===== src/rtl/tally_pkg.sv =====
package tally_pkg;
  localparam int BCD_W = 4;
  typedef logic [BCD_W-1:0] bcd_t;

  // true when every nibble of a packed digit bus is a legal decimal digit
  function automatic logic all_decimal(input logic [63:0] bus, input int ndig);
    logic ok;
    ok = 1'b1;
    for (int i = 0; i < ndig; i++) begin
      if (bus[i*BCD_W +: BCD_W] > 4'd9) ok = 1'b0;
    end
    return ok;
  endfunction
endpackage


===== src/rtl/tally_edge_sync.sv =====
module tally_edge_sync #(
  parameter int SYNC_STAGES = 2
) (
  input  logic clk,
  input  logic rst_n,
  input  logic din,
  output logic fall_o
);
  localparam int LAST = SYNC_STAGES - 1;

  // stages 0..LAST synchronize; stage SYNC_STAGES is the prior sample
  logic [SYNC_STAGES:0] pipe_q;

  always_ff @(posedge clk or negedge rst_n) begin
    if (!rst_n) pipe_q <= '0;
    else        pipe_q <= {pipe_q[SYNC_STAGES-1:0], din};
  end

  assign fall_o = pipe_q[SYNC_STAGES] & ~pipe_q[LAST];
endmodule


===== src/rtl/tally_decade.sv =====
module tally_decade
  import tally_pkg::*;
#(
  parameter int RADIX = 10
) (
  input  logic clk,
  input  logic rst_n,
  input  logic clr_i,
  input  logic step_i,
  output bcd_t digit_o,
  output logic at_top_o
);
  localparam bcd_t TOP = bcd_t'(RADIX - 1);

  bcd_t digit_q;

  assign at_top_o = (digit_q == TOP);
  assign digit_o  = digit_q;

  always_ff @(posedge clk or negedge rst_n) begin
    if (!rst_n)      digit_q <= '0;
    else if (clr_i)  digit_q <= '0;
    else if (step_i) digit_q <= at_top_o ? '0 : digit_q + bcd_t'(1);
  end
endmodule


===== src/rtl/tally_hold.sv =====
module tally_hold #(
  parameter int W = 4
) (
  input  logic         clk,
  input  logic         rst_n,
  input  logic         hold_i,
  input  logic [W-1:0] d_i,
  output logic [W-1:0] q_o
);
  always_ff @(posedge clk or negedge rst_n) begin
    if (!rst_n)       q_o <= '0;
    else if (!hold_i) q_o <= d_i;
  end
endmodule


===== src/rtl/decade_tally3.sv =====
module decade_tally3
  import tally_pkg::*;
#(
  parameter int NUM_DIGITS  = 3,
  parameter int SYNC_STAGES = 2,
  parameter int RADIX       = 10
) (
  input  logic                        clk,
  input  logic                        rst_n,
  input  logic                        cnt_in,
  input  logic                        dis,
  input  logic                        mr,
  input  logic                        hold,
  output logic [NUM_DIGITS*BCD_W-1:0] held_bcd,
  output logic                        ovf
);
  localparam int BUS_W = NUM_DIGITS * BCD_W;

  logic                  fall_w;
  logic                  cnt_en;
  logic [NUM_DIGITS-1:0] at_top_w;
  logic [NUM_DIGITS-1:0] step_w;
  logic [BUS_W-1:0]      live_bcd;
  logic                  wrap_w;

  tally_edge_sync #(.SYNC_STAGES(SYNC_STAGES)) u_sync (
    .clk(clk), .rst_n(rst_n), .din(cnt_in), .fall_o(fall_w)
  );

  // master clear wins; disable blocks the detected edge
  assign cnt_en = fall_w & ~dis & ~mr;

  genvar gi;
  generate
    for (gi = 0; gi < NUM_DIGITS; gi++) begin : g_dec
      if (gi == 0) begin : g_lsd
        assign step_w[gi] = cnt_en;
      end else begin : g_upper
        // advance when every lower decade is at its top value
        assign step_w[gi] = cnt_en & (&at_top_w[gi-1:0]);
      end

      tally_decade #(.RADIX(RADIX)) u_dec (
        .clk(clk), .rst_n(rst_n), .clr_i(mr), .step_i(step_w[gi]),
        .digit_o(live_bcd[gi*BCD_W +: BCD_W]), .at_top_o(at_top_w[gi])
      );

      tally_hold #(.W(BCD_W)) u_hold (
        .clk(clk), .rst_n(rst_n), .hold_i(hold),
        .d_i(live_bcd[gi*BCD_W +: BCD_W]), .q_o(held_bcd[gi*BCD_W +: BCD_W])
      );
    end
  endgenerate

  assign wrap_w = cnt_en & (&at_top_w);

  always_ff @(posedge clk or negedge rst_n) begin
    if (!rst_n) ovf <= 1'b0;
    else        ovf <= wrap_w;
  end
endmodule


===== config.mk =====
export PLATFORM = sky130hd
export DESIGN_NAME = decade_tally3
export DESIGN_NICKNAME = d
export VERILOG_FILES = /design/src/rtl/tally_pkg.sv /design/src/rtl/tally_edge_sync.sv /design/src/rtl/tally_decade.sv /design/src/rtl/tally_hold.sv /design/src/rtl/decade_tally3.sv
export SDC_FILE = /design/constraint.sdc
export NUM_CORES = 1
export LEC_CHECK = 0
export BUFFER_PORTS_ARGS = -buffer_cell sky130_fd_sc_hd__buf_2
export CAP_MARGIN = 20
export CORE_MARGIN = 1.5
export CORE_UTILIZATION = 40
export DETAILED_ROUTE_END_ITERATION = 10
export GPL_TIMING_DRIVEN = 0
export PLACE_DENSITY_LB_ADDON = 0.1
export SLEW_MARGIN = 20
export SYNTH_ARGS = -nofsm -noshare
export SYNTH_HDL_FRONTEND = slang
export SYNTH_SLANG_ARGS = --single-unit

===== constraint.sdc =====
create_clock -name clk -period 3 [get_ports clk]
set_input_delay 0.45 -clock clk [delete_from_list [all_inputs] [get_ports clk]]
set_output_delay 0.45 -clock clk [all_outputs]
set_load 0.1 [all_outputs]

==> flow_metrics.tcl <==
set metrics [dict create \
    via_count 861 \
    start_util_pct 41.8 \
    final_common_cell "dfrtp_1" \
    post_cts_resized 0 \
    clockBufferDepth 2 \
    finalSetupViolCount 0 \
    grt_antenna_before_repair 0 \
    fp.dieW_um 59.3 \
    grt_pass1_wl_um 3970 \
    fp.dieH_um 59.3 \
    cpPeakStageDelay_ns 0.47 \
    grt_max_degree 29 \
    mostFrequentLayoutCells "28 x dfrtp_1, 17 x buf_2, 10 x nand2_1, 10 x a21oi_1, 9 x mux2_2" \
    die_area_sq_um 3510 \
    root_buffer "clkbuf_4" \
    drt-total-wl_um 2260 \
    start_kind "register" \
    hold_viol 0 \
    tightest_slew_ns 0.613 \
    grt_pass1_vias 868 \
    cts.sinks 28 \
    post-place-ws_ns 1.30 \
    fillers 305 \
    synth_area_sq_um 1270 \
    skew_ns 0.00654 \
    coreArea_sq_um 3030 \
    track_usage_pct 15.3 \
    cts_hold_buf 0 \
    port-buffer-count 17 \
    grt_overflow 0 \
    diodes 0 \
    final_nets 145 \
    critical_path.top_delay_family "simple AND/OR/NAND/NOR gates" \
    critPathCaptureType "register" \
    setup_ws_ns 1.29 \
    slew_violations 0 \
    worst-r2r-setup-slack_ns 1.29 \
    cts_tree "yes" \
    globalplace.congestion 0.739 \
    dr.pass1.iters 2 \
    crit_path_cell_trace "inv_1, ha_1, and3b_1, buf_6, nand3_4, or4_1, o21ai_1" \
    insertion_delay_ns 0.33 \
    vdd_ir_drop_max_mv 0.162 \
    crit_type "reg -> reg" \
    worst-r2r-cell-count 7 \
    slew_headroom_pct 59.2 \
    dp_hpwl_um 1550 \
    syn-instance-count 111 \
    critPathRequiredTime_ns 3.27 \
    min_period_ns 1.71 \
    fin_crit_sh_pct 57.1 \
    min_path_type "in -> async" \
    drive_gt1_share_pct 26.0 \
    cp_num_cells 7 \
    ioPinCount 19 \
    fin_tns_setup_ns 0 \
    grt_setup_unrepaired "no" \
    cap_violations 0 \
    status "complete, no violations" \
    rows 20 \
    crit_fanout 7 \
    syn_to_final_growth_pct 12.8 \
    crit_slowest_cell "or4_1" \
    vias_per_cell 4.92 \
    wire_per_inst_um 12.9 \
    arrival_ns 1.98 \
    reg2reg_to "g_dec[2].u_dec.digit_o[3]" \
    syn_nets 123 \
    htree_levels 1 \
    fmax_ghz 0.584 \
    ys_types 28 \
    avgSynthCellArea_sq_um 11.4 \
    whs_ns 0.108 \
    r2r_start "g_dec[0].u_dec.digit_o[1]" \
    power_density_nw_per_um2 404 \
    cts_buffers 3 \
    drtIter0Drc 13 \
    timing.critical_path.buf_inv 2 \
    multiInputGateArea_sq_um 528 \
    crit_start "g_dec[0].u_dec.digit_o[1]" \
    ys_warn_count 0 \
    post_cts_buffers 0 \
    regArea_sq_um 701 \
    ys_ff_latch 28 \
    power_leakage_nw 0.696 \
    clk_pin_slew_worst_paths_ns 0.15 \
    ys_seq_area_share_pct 55.3 \
    ant_nets 0 \
    crit_end "g_dec[2].u_dec.digit_o[3]" \
    drcViolationCount 0 \
]
per-layer routing:
layer  wire length, um  global-route usage, %  part of all wire (%)
met5                 0                      0                     0
met4                33                   6.82                   1.5
met3                57                   2.62                   2.5
met2              1100                   26.1                    48
met1              1080                   18.8                    48
report_power, final:
part           internal, mW  total (mW)  leakage [nW]  switching (mW)
clock network        0.0472       0.158        0.0138           0.111
registers             0.381       0.384         0.384         0.00280
logic               0.00901      0.0352         0.299          0.0262
total                 0.438       0.577         0.696           0.140
flip-flops by register name, indices dropped and copies added, names as in the netlist:
signal,cells
g_dec.u_hold.q_o,12
ovf,1
g_dec.u_dec.digit_o,12
u_sync.pipe_q,3
layout make-up:
cell class	instances	area share, %
clock buffer	3	1.58
multi-input combinational	75	37.0
timing repair buffer	17	5.95
inverter	3	0.788
sequential	28	49.0
tap	44	3.85
buffer	5	1.84
logic make-up (layout without fill, tap and decap cells):
group | after synthesis | after routing | share of synthesized area [%]
adder cells (fa/ha/maj) | 6 | 6 | 5.93
XOR/XNOR | 1 | 1 | 0.692
AND/OR/NAND/NOR | 40 | 40 | 18.8
buffers and inverters | 8 | 28 | 2.96
multiplexers | 11 | 11 | 9.59
flip-flops | 28 | 28 | 55.3
AO/OA/AOI/OAI | 17 | 17 | 6.72
worst min-delay path by stage:
stage | start | to | slack [ns] | depth (start not counted)
after floorplan | rst_n | g_dec[0].u_dec.digit_o[0] | 0.15 | 0
after global placement | u_sync.pipe_q[0] | u_sync.pipe_q[1] | 0.33 | 0
after detailed placement | u_sync.pipe_q[0] | u_sync.pipe_q[1] | 0.34 | 0
after CTS | rst_n | g_dec[0].u_dec.digit_o[3] | 0.13 | 1
after global routing | rst_n | g_dec[0].u_dec.digit_o[3] | 0.14 | 1
final | rst_n | g_dec[0].u_hold.q_o[0] | 0.11 | 1
cells in the mapped netlist:
master | n | area share (%)
o21ai_0 | 6 | 2.4
clkbuf_1 | 4 | 1.2
and3b_2 | 1 | 0.79
inv_1 | 3 | 0.89
mux2i_1 | 2 | 1.6
nand2_1 | 10 | 3.0
or3_1 | 3 | 1.5
nand3_4 | 1 | 1.4
nand3b_1 | 1 | 0.59
o21ai_1 | 1 | 0.39
nor3_1 | 4 | 1.6
xor2_1 | 1 | 0.69
or4_1 | 1 | 0.59
buf_6 | 1 | 0.89
and3b_1 | 1 | 0.69
dfrtp_1 | 28 | 55
nand3_1 | 3 | 1.2
nand4_1 | 1 | 0.49
and2_1 | 1 | 0.49
a21oi_1 | 10 | 4.0
nand2b_1 | 1 | 0.49
nor2b_1 | 1 | 0.49
nor3b_4 | 1 | 1.5
or3b_1 | 2 | 1.4
nor2_1 | 7 | 2.1
or3_2 | 1 | 0.59
ha_1 | 6 | 5.9
mux2_2 | 9 | 8.0
stage by stage:
stage | cell area, sq um | instances | util (%) | power (mW)
4_1_cts | 1430 | 175 | 47.2 | 0.585
3_5_place_dp | 1410 | 172 | 46.4 | 0.428
6_report | 1430 | 175 | 47.2 | 0.577
3_3_place_gp | 1410 | 172 | 46.4 | 0.427
2_1_floorplan | 1270 | 111 | - | 0.412
5_1_grt | 1430 | 175 | 47.2 | 0.601
Note: power is estimated with default switching activity, not from simulation.
